File: src/rtl/dma_irq_pkg.sv
package dma_irq_pkg;
   localparam int unsigned WORD_W   = 32;
   localparam int unsigned STS_LO   = 1;
   localparam int unsigned STS_HI   = 7;
   localparam int unsigned NUM_EVT  = STS_HI - STS_LO + 1;
   localparam int unsigned RSVD_W   = WORD_W - STS_HI - 1;

   // bit positions inside the status word
   localparam int unsigned B_OVF    = 7;
   localparam int unsigned B_BADADR = 6;
   localparam int unsigned B_THRESH = 5;
   localparam int unsigned B_TMOMEM = 4;
   localparam int unsigned B_TMOSTR = 3;
   localparam int unsigned B_BERR   = 2;
   localparam int unsigned B_DONE   = 1;

   // write response codes with bit 1 set are errors
   localparam int unsigned RESP_ERR_BIT = 1;

   typedef logic [STS_HI:STS_LO] sts_vec_t;
endpackage

File: src/rtl/dma_regbus_decode.sv
module dma_regbus_decode #(
   parameter int unsigned ADDR_W    = 6,
   parameter int unsigned STS_ADDR  = 5,
   parameter logic [(2**ADDR_W)-1:0] IMPL_MASK = 'hFFFF
) (
   input  logic              bus_sel,
   input  logic              bus_wr,
   input  logic [ADDR_W-1:0] bus_addr,
   output logic              sts_rd,
   output logic              sts_wr,
   output logic              bad_addr
);
   localparam logic [ADDR_W-1:0] STS_A = ADDR_W'(STS_ADDR);

   logic hit_sts;
   logic hit_other;

   assign hit_sts   = (bus_addr == STS_A);
   assign hit_other = IMPL_MASK[bus_addr];

   assign sts_rd   = bus_sel & ~bus_wr & hit_sts;
   assign sts_wr   = bus_sel &  bus_wr & hit_sts;
   assign bad_addr = bus_sel & ~hit_sts & ~hit_other;
endmodule

File: src/rtl/dma_outst_tracker.sv
module dma_outst_tracker #(
   parameter int unsigned CNT_W = 4
) (
   input  logic clk,
   input  logic rst_n,
   input  logic aw_hs,
   input  logic b_hs,
   input  logic cmd_start,
   input  logic size_zero,
   input  logic last_issued,
   input  logic fifo_empty,
   output logic done_evt
);
   localparam logic [CNT_W-1:0] ONE = CNT_W'(1);

   logic [CNT_W-1:0] pend_q;
   logic             armed_q;
   logic             none_pending;

   assign none_pending = (pend_q == '0);
   assign done_evt = armed_q & size_zero & last_issued & fifo_empty & none_pending;

   always_ff @(posedge clk) begin
      if (!rst_n) begin
         pend_q <= '0;
      end else begin
         case ({aw_hs, b_hs})
            2'b10:   pend_q <= pend_q + ONE;
            2'b01:   pend_q <= pend_q - ONE;
            default: pend_q <= pend_q;
         endcase
      end
   end

   always_ff @(posedge clk) begin
      if (!rst_n)         armed_q <= 1'b0;
      else if (cmd_start) armed_q <= 1'b1;
      else if (done_evt)  armed_q <= 1'b0;
   end
endmodule

File: src/rtl/dma_sticky_bank.sv
module dma_sticky_bank #(
   parameter int unsigned W = 7
) (
   input  logic         clk,
   input  logic         rst_n,
   input  logic [W-1:0] set_v,
   input  logic [W-1:0] clr_v,
   output logic [W-1:0] q
);
   for (genvar i = 0; i < W; i++) begin : g_bit
      logic bit_q;
      always_ff @(posedge clk) begin
         if (!rst_n)        bit_q <= 1'b0;
         else if (set_v[i]) bit_q <= 1'b1;
         else if (clr_v[i]) bit_q <= 1'b0;
      end
      assign q[i] = bit_q;
   end
endmodule

File: src/rtl/dma_wr_irq_status.sv
module dma_wr_irq_status
   import dma_irq_pkg::*;
#(
   parameter int unsigned ADDR_W   = 6,
   parameter int unsigned STS_ADDR = 5,
   parameter logic [(2**ADDR_W)-1:0] IMPL_MASK = 'hFFFF,
   parameter int unsigned CNT_W    = 4
) (
   input  logic              clk,
   input  logic              rst_n,
   input  logic              evt_fifo_ovf,
   input  logic              evt_thresh,
   input  logic              evt_tmo_mem,
   input  logic              evt_tmo_strm,
   input  logic              aw_valid,
   input  logic              aw_ready,
   input  logic              b_valid,
   input  logic              b_ready,
   input  logic [1:0]        b_resp,
   input  logic              cmd_start,
   input  logic              size_zero,
   input  logic              last_issued,
   input  logic              fifo_empty,
   input  logic              bus_sel,
   input  logic              bus_wr,
   input  logic [ADDR_W-1:0] bus_addr,
   input  logic [31:0]       bus_wdata,
   output logic [31:0]       bus_rdata,
   input  logic [7:1]        irq_mask,
   output logic [7:1]        raw_status,
   output logic              irq
);
   if (ADDR_W < 1 || ADDR_W > 12) begin : g_bad_addr_w
      $error("ADDR_W out of range");
   end
   if (STS_ADDR >= 2**ADDR_W) begin : g_bad_sts_addr
      $error("STS_ADDR beyond address space");
   end
   if (CNT_W < 2) begin : g_bad_cnt_w
      $error("CNT_W too small");
   end

   logic sts_rd, sts_wr, bad_addr;
   logic aw_hs, b_hs, berr, done_evt;
   sts_vec_t set_v, clr_v, sts_q;
   logic unused_wdata;

   assign aw_hs = aw_valid & aw_ready;
   assign b_hs  = b_valid & b_ready;
   assign berr  = b_hs & b_resp[RESP_ERR_BIT];

   dma_regbus_decode #(
      .ADDR_W(ADDR_W), .STS_ADDR(STS_ADDR), .IMPL_MASK(IMPL_MASK)
   ) u_dec (
      .bus_sel(bus_sel), .bus_wr(bus_wr), .bus_addr(bus_addr),
      .sts_rd(sts_rd), .sts_wr(sts_wr), .bad_addr(bad_addr)
   );

   dma_outst_tracker #(.CNT_W(CNT_W)) u_trk (
      .clk(clk), .rst_n(rst_n), .aw_hs(aw_hs), .b_hs(b_hs),
      .cmd_start(cmd_start), .size_zero(size_zero),
      .last_issued(last_issued), .fifo_empty(fifo_empty),
      .done_evt(done_evt)
   );

   always_comb begin
      set_v           = '0;
      set_v[B_OVF]    = evt_fifo_ovf;
      set_v[B_BADADR] = bad_addr;
      set_v[B_THRESH] = evt_thresh;
      set_v[B_TMOMEM] = evt_tmo_mem;
      set_v[B_TMOSTR] = evt_tmo_strm;
      set_v[B_BERR]   = berr;
      set_v[B_DONE]   = done_evt;
   end

   assign clr_v = sts_wr ? bus_wdata[STS_HI:STS_LO] : '0;
   assign unused_wdata = ^{bus_wdata[WORD_W-1:STS_HI+1], bus_wdata[0]};

   dma_sticky_bank #(.W(NUM_EVT)) u_bank (
      .clk(clk), .rst_n(rst_n), .set_v(set_v), .clr_v(clr_v), .q(sts_q)
   );

   assign raw_status = sts_q;
   assign irq        = |(sts_q & ~irq_mask);
   assign bus_rdata  = sts_rd ? {{RSVD_W{1'b0}}, sts_q, 1'b0} : '0;
endmodule

File: config.mk
export PLATFORM = sky130hd
export DESIGN_NAME = dma_wr_irq_status
export DESIGN_NICKNAME = d
export VERILOG_FILES = /design/src/rtl/dma_irq_pkg.sv /design/src/rtl/dma_regbus_decode.sv /design/src/rtl/dma_outst_tracker.sv /design/src/rtl/dma_sticky_bank.sv /design/src/rtl/dma_wr_irq_status.sv
export SDC_FILE = /design/constraint.sdc
export NUM_CORES = 1
export LEC_CHECK = 0
export BUFFER_PORTS_ARGS = -buffer_cell sky130_fd_sc_hd__clkbuf_2
export CAP_MARGIN = 20
export CORE_MARGIN = 1.5
export CORE_UTILIZATION = 35
export DETAILED_ROUTE_END_ITERATION = 10
export PLACE_DENSITY = 0.79
export SLEW_MARGIN = 25
export SYNTH_ARGS = -nofsm -noshare
export SYNTH_HDL_FRONTEND = slang
export SYNTH_SLANG_ARGS = --single-unit
File: constraint.sdc
create_clock -name clk -period 1.8 [get_ports clk]
set_input_delay 0.18 -clock clk [delete_from_list [all_inputs] [get_ports clk]]
set_output_delay 0.18 -clock clk [all_outputs]
set_load 0.03 [all_outputs]
# [Word level (Yosys, flattened, before mapping)]
# Memory sizes are Yosys's and may differ from the RTL's.
# Cells that the tools add are included.
[totals] ff_bits=12 latch_bits=0 ramBits=0 mem_bits_ro=64 input_bits=63 output_inout_bits=40 elab_cells=65 n_memories=1
[memory_table] name="(no name shown)" depth=64 width=1 read_ports=1 rd_ports_with_merged_regs=0 wr=0 line_no="dma_regbus_decode.sv:19" text="assign hit_other = IMPL_MASK[bus_addr];"
[op_classes] n_addsub=2 multipliers=0 div_mod_pow=0 magnitude_cmp=1 n_eq_ne=3 shift=0 mux=20 bitwise_logic=18 reduce_logical=11
[op_table] op="nonzero test 2 bit" count=9
[op_table] op="two-way mux 1 bit" count=17
[op_table] op="bitwise AND 1 bit" count=13
[op_table] op="two-way mux 8 bit" count=1
[op_table] op="one-hot mux 4 bit (2 select lines)" count=1
[op_table] op="bitwise AND 7 bit" count=1
[op_table] op="< comparator 6 x 7 -> 1 bit, second input constant" count=1
[op_table] op="two-way mux 7 bit" count=1
[op_table] op="NOT 7 bit" count=1
[op_table] op="OR reduction 7 bit" count=1
[op_table] op="equality test 6 x 3 -> 1 bit, second input constant" count=1
[op_table] op="adder 4 x 1 -> 4 bit, second input constant" count=1
[op_table] op="zero test 4 bit" count=1
[op_table] op="subtractor 4 x 1 -> 4 bit, second input constant" count=1
[op_table] op="NOT 1 bit" count=3
[op_table] op="equality test 2 x 1 -> 1 bit, second input constant" count=1
[op_table] op="equality test 2 bit, second input constant" count=1

# [Longest topological paths before layout]
# Gate-level depths: netlist of the first run.
[depth] word_depth=6 depth_mapped=9 mapped_depth_nobuf=9

# [Cells and area by module]
# From an unflattened synthesis of the first run, not the netlist that was laid out.
[hier_totals] hier_cells=121 area_unflattened_um2=1001.0
[modules_own_cells] mod="dma_wr_irq_status" instances=1 cells_each=53 area_per_inst_um2=352.8 seq_area_each_um2=0.0
[modules_own_cells] mod="dma_outst_tracker" instances=1 cells_each=35 area_per_inst_um2=316.6 seq_area_each_um2=100.1
[modules_own_cells] mod="dma_sticky_bank" instances=1 cells_each=28 area_per_inst_um2=289.0 seq_area_each_um2=140.1
[modules_own_cells] mod="dma_regbus_decode" instances=1 cells_each=5 area_per_inst_um2=42.5 seq_area_each_um2=0.0

# [Worst setup path before layout of the first run]
# Ideal clock, no wire load.
[synth_path] path_kind="input to register" from="input port aw_valid" to="register u_trk.pend_q[2]" setup_ns=0.066 t_arrival_ns=1.625 required_ns=1.734 slack_ns=0.109 cell_stages=8 cell_sequence="and2_4 > inv_1 > ha_1 > buf_6 > nand2b_4 > or4_4 > a31o_1 > a21oi_2"
[synth_via] elab_chain_cells=3 word_cells_on_any_way=5 cone_classes="2 x eq/ne; 1 x mux; 1 x bitwise; 1 x reduce/logical"
[synth_rtl] item="start: declaration" line_no="dma_wr_irq_status.sv:15" text="input logic aw_valid,"
[synth_rtl] item="bitwise AND 1 bit *" line_no="dma_wr_irq_status.sv:48" text="assign aw_hs = aw_valid & aw_ready;"
[synth_rtl] item="equality test 2 x 1 -> 1 bit or equality test 2 bit (tied branches)" line_no="dma_outst_tracker.sv:27" text="case ({aw_hs, b_hs})"
[synth_rtl] item="one-hot mux 4 bit (2 select lines) or nonzero test 2 bit (tied branches)"
[synth_rtl] item="end signal: assignment" line_no="dma_outst_tracker.sv:28" text="2'b10: pend_q <= pend_q + ONE;"
[synth_rtl] item="end signal: assignment" line_no="dma_outst_tracker.sv:29" text="2'b01: pend_q <= pend_q - ONE;"
[synth_rtl] item="end signal: assignment" line_no="dma_outst_tracker.sv:30" text="default: pend_q <= pend_q;"
[synth_rtl] item="end: declaration" line_no="dma_outst_tracker.sv:16" text="logic [CNT_W-1:0] pend_q;"
# Mark *: on every way between the ends. The rest lies on a longest branch, timed or not.
# A chain may end at the register's enable or synchronous reset.

# [Worst setup path in the final report of the first run]
[layout_path] from="register u_bank.g_bit[5].bit_q" to="output port irq"
[layout_via] elab_chain_cells=2
[layout_rtl] item="start: declaration" line_no="dma_sticky_bank.sv:11" text="logic bit_q;"
[layout_rtl] item="start signal: assignment" line_no="dma_sticky_bank.sv:13" text="if (!rst_n) bit_q <= 1'b0;"
[layout_rtl] item="start signal: assignment" line_no="dma_sticky_bank.sv:14" text="else if (set_v[i]) bit_q <= 1'b1;"
[layout_rtl] item="start signal: assignment" line_no="dma_sticky_bank.sv:15" text="else if (clr_v[i]) bit_q <= 1'b0;"
[layout_rtl] item="bitwise AND 7 bit" line_no="dma_wr_irq_status.sv:85" text="assign irq = |(sts_q & ~irq_mask);"
[layout_rtl] item="OR reduction 7 bit" line_no="dma_wr_irq_status.sv:85"
[layout_rtl] item="end: declaration" line_no="dma_wr_irq_status.sv:31" text="output logic irq"
# No other way between the ends.

==> results.rst, run 1 <==
.. list-table::
   :header-rows: 1

   * - Metric
     - Value
   * - Run status
     - finished clean
   * - Post-placement cell area
     - 1170 um^2
   * - Mapped cell area
     - 1020 um^2
   * - Part of the cycle the worst path needs
     - 91.7%
   * - Post-route antenna net violation count
     - 0
   * - FP Rows
     - 19
   * - Sequence of cells on the critical path
     - inv_1 > o22ai_1 > or4_1 > clkbuf_2
   * - Slowest cell on the critical path
     - sky130_fd_sc_hd__or4_1
   * - Crit path required time
     - roughly 1.6 ns
   * - Pwr Total
     - 735 uW
   * - Sequential fraction of design power
     - 42.6%
   * - Sequential cell area fraction in the yosys report
     - 23.6%
   * - Pin count of the biggest net entering global routing
     - 10
   * - Vert. Die Dim
     - 56.9 um
   * - Effective utilization at floorplan
     - 36.9%
   * - Kind of start point of the critical path
     - flip-flop
   * - Cell-internal power
     - 464 uW
   * - Fmax
     - 606 MHz
   * - Cts bufs inserted
     - 3
   * - Number of cells on the worst hold path
     - 2
   * - Kind of critical path
     - reg2out
   * - Pwr dens
     - around 620 nW/um^2
   * - Number of sinks on the clock net
     - 12
   * - Clock root cell
     - sky130_fd_sc_hd__clkbuf_4
   * - Area grow syn2layout
     - 17.1%
   * - Fraction of final layout cells with drive strength greater than 1
     - 37.0%
   * - Count of final max-slew check failures
     - 0
   * - Worst min-delay path category
     - in2reg
   * - Dpl ws
     - 0.0187 ns
   * - Total gr overflow
     - 0
   * - Worst setup EP type
     - output pin
   * - Share of flip-flops with an asynchronous set or reset after synthesis
     - 0%
   * - Number of distinct library cells after synthesis
     - 38
   * - Hold bufs inserted after CTS
     - 0
   * - Routed Wire Length
     - roughly 2.0 mm
   * - Ys flop type
     - sky130_fd_sc_hd__dfxtp_1
   * - Half-perimeter wire length of the detailed placement result
     - 1.74 mm
   * - Via count
     - 901
   * - Setup violation total in the final timing report
     - 0
   * - Antenna diodes
     - 0
   * - Relative contribution of combinational cells to total power
     - 35.8%
   * - Final weighted congestion in routability-driven placement
     - 0.719
   * - Time the final worst path needs with I/O delays and setup
     - 1.65 ns
   * - Unrepaired setup endpoints after global routing
     - false
   * - Final Hold Viols
     - 0
   * - NetSw
     - about 270 uW
   * - CTS H-Tree Depth
     - 1
   * - Worst-skew pair later-pin latency
     - 0.27 ns
   * - Post-CTS setup repair buffer count
     - 0
   * - Vias per Instance
     - between 4 and 5
   * - Wirelength per Cell
     - 9.79 um
   * - Worst-path maximum fanout
     - 3
   * - Wire length of the first global-routing pass
     - 3.19 mm
   * - Detailed-router iteration count before antenna repair
     - 2
   * - Initial antenna violation count
     - 0
   * - Area inside the core boundary
     - ~2800 um^2
   * - Clock edge transition at the registers on the reported setup and hold paths
     - 0.07 ns
   * - Final non-filler cell area
     - around 1200 um^2
   * - Number of synthesized flops with an enable pin
     - 0
   * - Vias in the first global route
     - 785
   * - Max-capacitance violation count
     - 0
   * - Data arrival time of the critical path
     - 1.47 ns
   * - Number of buffers inserted by port buffering
     - 51
   * - Post-Route Skew
     - roughly 0.00043 ns
   * - Largest voltage drop on the vdd net
     - 0.365 mV
   * - Worst-case clock buffer depth
     - 2
   * - Die area
     - approximately 3200 um^2
   * - Leakage power total
     - 0.000630 uW
   * - Slack of the critical path
     - 0.150 ns
   * - Total Nets Final
     - between 200 and 250
   * - Horizontal die dimension
     - 56.9 um
   * - Clock share of power
     - 21.6%
   * - Post-Route Setup TNS
     - 0 ns
   * - Count of yosys warnings during synthesis
     - 0
   * - Number of gates given a new drive strength after cts
     - 0
   * - DRC violations left
     - 0
   * - Fraction of power spent switching nets
     - 36.9%
   * - I/O pins
     - 103
   * - TritonCTS clock tree
     - done
   * - Global-route usage over all layers
     - between 10% and 20%
   * - Synthesized instance count
     - around 130
   * - Synth Area per Inst
     - 8.01 um^2
   * - Cell depth of the worst flop-to-flop path
     - 6
   * - Number of violations reported at the end of detailed-routing iteration 0
     - 10
   * - Number of flip-flops and latches in the synthesized netlist
     - 12
   * - CP max stage delay
     - ~0.50 ns
placed cells by master (no fill, tap or decap), types with 2 or more instances in the layout:
cell type / instances
sky130_fd_sc_hd__buf_4: 5
sky130_fd_sc_hd__xor2_1: 2
sky130_fd_sc_hd__o21a_1: 6
sky130_fd_sc_hd__nor4b_1: 2
sky130_fd_sc_hd__a21boi_0: 4
sky130_fd_sc_hd__conb_1: 25
sky130_fd_sc_hd__inv_1: 10
sky130_fd_sc_hd__nor3b_1: 3
sky130_fd_sc_hd__nor3_1: 7
sky130_fd_sc_hd__clkbuf_2: 51
sky130_fd_sc_hd__o22ai_1: 4
sky130_fd_sc_hd__o21ai_0: 2
sky130_fd_sc_hd__nor2_1: 7
sky130_fd_sc_hd__clkbuf_4: 3
sky130_fd_sc_hd__a21oi_1: 5
sky130_fd_sc_hd__nand2_1: 2
sky130_fd_sc_hd__dfxtp_1: 12
sky130_fd_sc_hd__mux2i_1: 2
sky130_fd_sc_hd__ha_1: 2
cell type report:
class                   count  area [um^2]
flip-flops and latches     12          240
fillers                   319         1570
inverters                  10         37.5
multi-input cells          92          559
well taps                  31         38.8
clock buffers               3         22.5
repair buffers             56          293
state kept, by name, indices dropped and copies added (netlist names):
signal and flops:
u_trk.armed_q 1, u_trk.pend_q 4, u_bank.g_bit.bit_q 7
power groups by stage:
stage / logic, uW / clock network, uW / registers [uW]
6_report: 263 / 159 / 313
5_1_grt: 289 / 175 / 317
4_1_cts: 264 / 164 / 313
3_5_place_dp: 263 / 0 / 319
3_3_place_gp: 261 / 0 / 318
2_1_floorplan: 262 / 0 / 307
path summary, 6_finish.rpt:
path	slack, ns	start	to
worst max-delay path	0.15	u_bank.g_bit[5].bit_q	irq
worst min-delay path	0.12	evt_tmo_strm	u_bank.g_bit[2].bit_q
worst max register to register	0.20	u_trk.pend_q[1]	u_trk.pend_q[2]
worst min register to register	0.48	u_trk.pend_q[3]	u_trk.pend_q[3]
layer usage:
metal | GRT usage [%] | routed length, um | vias up
li1 | - | - | 469
met1 | 14.5 | 858 | 396
met2 | 21.8 | 994 | 34
met3 | 4.15 | 131 | 2
met4 | 2.99 | 12 | 0
met5 | 0 | 0 | -
critical path: cells and delay by family (launching register included):
family,cells,cell delay (ns)
and+or+nand+nor,1,0.50
DFF,1,0.31
buffers and inverters,2,0.30
AOI/OAI and AO/OA,1,0.09
synth_stat cells, drive strengths merged (2+ instances only):
master | instances | area (um^2)
nor4b | 2 | 17.5
nand2b | 2 | 20.0
inv | 10 | 37.5
mux2i | 2 | 20.0
nor3 | 7 | 35.0
dfxtp | 12 | 240
nor2 | 7 | 26.3
and2 | 2 | 15.0
a21boi | 4 | 30.0
o21a | 6 | 45.0
buf | 34 | 259
o21ai | 2 | 10.0
clkbuf | 3 | 11.3
or4 | 2 | 18.8
o22ai | 4 | 25.0
nor3b | 3 | 22.5
nand2 | 2 | 7.51
ha | 2 | 25.0
xor2 | 2 | 17.5
a21oi | 6 | 33.8
metrics by stage:
stage,utilization [%],std cells,hold WS [ns]
finish,43.2,204,0.117
global placement,42.4,201,0.389
floorplan,-,151,0.304
detailed placement,42.4,201,0.392
global route,43.2,204,0.120
CTS,43.2,204,0.113
kinds of logic (layout without fill, tap and decap cells):
logic type	after synthesis	in the layout	share of synthesized area, %
AO/OA/AOI/OAI	26	26	17.6
XOR/XNOR	2	2	1.72
adder cells (fa/ha/maj)	2	2	2.46
buffers and inverters	47	69	30.3
flip-flops	12	12	23.6
multiplexers	2	2	1.97
other	1	25	0.369
AND/OR/NAND/NOR	35	35	22.0
Note: power is estimated with default switching activity, not from simulation.
==> run 2: changes to the inputs <==
--- a/config.mk
+++ b/config.mk
@@ -7,10 +7,13 @@
 export LEC_CHECK = 0
 export BUFFER_PORTS_ARGS = -buffer_cell sky130_fd_sc_hd__clkbuf_2
 export CAP_MARGIN = 20
+export CELL_PAD_IN_SITES_DETAIL_PLACEMENT = 1
+export CELL_PAD_IN_SITES_GLOBAL_PLACEMENT = 2
 export CORE_MARGIN = 1.5
-export CORE_UTILIZATION = 35
+export CORE_UTILIZATION = 16
 export DETAILED_ROUTE_END_ITERATION = 10
-export PLACE_DENSITY = 0.79
+export PLACE_DENSITY_LB_ADDON = 0.1
+export SKIP_LAST_GASP = 1
 export SLEW_MARGIN = 25
 export SYNTH_ARGS = -nofsm -noshare
 export SYNTH_HDL_FRONTEND = slang
==> results.rst, run 2 (synthesis results as in run 1) <==
.. list-table::
   :header-rows: 1

   * - Metric
     - Value
   * - Number of sinks on the clock net
     - 12
   * - Fraction of power spent switching nets
     - 34.6%
   * - Initial antenna violation count
     - 0
   * - Dpl ws
     - 0.00364 ns
   * - Post-Route Setup TNS
     - 0 ns
   * - Filler Cell Count
     - 763
   * - Global-route usage over all layers
     - 8.38%
   * - Number of cells on the worst hold path
     - 2
   * - DRC violations left
     - 0
   * - Half-perimeter wire length of the detailed placement result
     - 2.45 mm
   * - Via count
     - 948
   * - Detailed-router iteration count before antenna repair
     - 3
   * - Data arrival time of the critical path
     - 1.42 ns
   * - Total Nets Final
     - 242
   * - NetSw
     - 310 uW
   * - CP delay by family, top
     - simple AND/OR/NAND/NOR gates
   * - Pwr Total
     - 896 uW
   * - Run status
     - finished clean
   * - Worst-path maximum fanout
     - 3
   * - Hold bufs inserted after CTS
     - 0
   * - Max-capacitance violation count
     - 0
   * - Slowest cell on the critical path
     - sky130_fd_sc_hd__or4_1
   * - Setup violation total in the final timing report
     - 0
   * - Post-CTS setup repair buffer count
     - 0
   * - Sequence of cells on the critical path
     - inv_1 > o22ai_1 > or4_1 > clkbuf_2
   * - Area inside the core boundary
     - 6030 um^2
   * - Final weighted congestion in routability-driven placement
     - 0.677
   * - Fraction of final layout cells with drive strength greater than 1
     - roughly two fifths
   * - I/O pins
     - 103
   * - Area grow syn2layout
     - 27.2%
   * - Worst flop-to-flop path startpoint
     - u_trk.pend_q[1]
   * - Antenna diodes
     - 0
   * - Sequential fraction of design power
     - 34.3%
   * - Endpoint, Worst Hold
     - u_bank.g_bit[2].bit_q
   * - Clock share of power
     - 34.0%
   * - Worst-case clock buffer depth
     - 2
   * - Relative contribution of combinational cells to total power
     - 31.6%
   * - Post-route antenna net violation count
     - 0
   * - Crit path required time
     - 1.62 ns
   * - Wirelength per Cell
     - 11.3 um
   * - Clock edge transition at the registers on the reported setup and hold paths
     - 0.06 ns
   * - Count of final max-slew check failures
     - 0
   * - Number of gates given a new drive strength after cts
     - 0
   * - Vert. Die Dim
     - ~83 um
   * - Flip-flop count of the largest register after layout
     - 7
   * - Critical path buffer and inverter count
     - 2
   * - Time the final worst path needs with I/O delays and setup
     - approximately 1.6 ns
   * - Part of the cycle the worst path needs
     - about nine tenths
   * - Fin Hold WS
     - 0.150 ns
   * - Cell depth of the worst flop-to-flop path
     - 6
   * - Fmax
     - 626 MHz
   * - Unrepaired setup endpoints after global routing
     - false
   * - Pin count of the biggest net entering global routing
     - 10
   * - TritonCTS clock tree
     - done
   * - Cell-internal power
     - 586 uW
   * - Horizontal die dimension
     - 82.7 um
   * - Worst setup EP type
     - output pin
   * - CP max stage delay
     - roughly 0.49 ns
   * - FP Rows
     - 28
   * - Slack of the critical path
     - about 0.20 ns
   * - Number of violations reported at the end of detailed-routing iteration 0
     - 12
   * - Register with the highest flop count
     - u_bank.g_bit.bit_q
   * - Slack of the worst reg-to-reg path
     - 0.33 ns
   * - Die area
     - around 7000 um^2
   * - Largest registers
     - u_bank.g_bit.bit_q: 7 flops, u_trk.pend_q: 4 flops, u_trk.armed_q: 1 flops
   * - CTS H-Tree Depth
     - 1
   * - Routed Wire Length
     - 2.84 mm
   * - Clock root cell
     - sky130_fd_sc_hd__clkbuf_8
   * - Kind of critical path
     - reg2out
   * - Vias per Instance
     - 3.78
   * - Effective utilization at floorplan
     - 16.9%
   * - Worst min-delay path category
     - in2reg
   * - Number of buffers inserted by port buffering
     - 51
   * - Cts bufs inserted
     - 3
   * - Largest voltage drop on the vdd net
     - about 0.17 mV
   * - Most common cell after layout, fill and taps aside
     - sky130_fd_sc_hd__clkbuf_2
   * - Pwr dens
     - between 600 and 700 nW/um^2
   * - Reg-to-Reg End
     - u_trk.pend_q[2]
   * - Post-Route Skew
     - 0.00379 ns
   * - Leakage power total
     - 0.000654 uW
   * - Worst-skew pair later-pin latency
     - 0.24 ns
   * - Wire length of the first global-routing pass
     - 4.33 mm
   * - Total gr overflow
     - 0
   * - Min-Delay Startpoint
     - evt_tmo_strm
   * - Kind of start point of the critical path
     - flip-flop
   * - Most used cells in the layout excluding fill and tap cells
     - 51 x sky130_fd_sc_hd__clkbuf_2, 25 x sky130_fd_sc_hd__conb_1, 12 x sky130_fd_sc_hd__dfxtp_1
   * - Vias in the first global route
     - between 900 and 1000
   * - Final Hold Viols
     - 0
[run 2: layout make-up]
cell class                 instances  area [um^2]  share of cell area (%)
inverter                          10         37.5                    2.90
sequential                        12          240                    18.6
clock buffer                       4         55.1                    4.26
tap                               75         93.8                    7.25
multi-input combinational         92          559                    43.2
timing repair buffer              58          308                    23.8
[run 2: metrics by stage]
| stage | utilization [%] | cells | area [um^2] |
|---|---|---|---|
| after CTS | 21.5 | 251 | 1290 |
| after detailed placement | 20.6 | 247 | 1240 |
| after global routing | 21.5 | 251 | 1290 |
| after floorplan | - | 151 | 1110 |
| final | 21.5 | 251 | 1290 |
| after global placement | 20.6 | 247 | 1240 |
[run 2: metal layers]
| layer | vias to the layer above | share of wire (%) | track usage (%) |
|---|---|---|---|
| met5 | - | 0 | 0 |
| met4 | 0 | 0 | 2.50 |
| met3 | 0 | 12 | 2.42 |
| met2 | 44 | 49 | 15.3 |
| met1 | 431 | 39 | 9.33 |
| li1 | 473 | - | - |
[run 2: how the worst max path moves through the flow]
stage,startpoint,cells after the start,end,slack (ns)
after CTS,u_bank.g_bit[5].bit_q,4,irq,0.19
after floorplan,aw_valid,8,u_trk.pend_q[2],0.11
after global routing,bus_addr[1],5,bus_rdata[5],0.12
final,u_bank.g_bit[5].bit_q,4,irq,0.20
after detailed placement,aw_valid,10,u_trk.pend_q[2],0.004
after global placement,aw_valid,10,u_trk.pend_q[2],0.03
[run 2: power by group through the flow]
stage	clock network [uW]	logic, uW	registers [uW]
floorplan	0	262	307
global placement	0	282	313
detailed placement	0	286	314
CTS	322	287	308
global route	342	315	312
finish	305	283	308
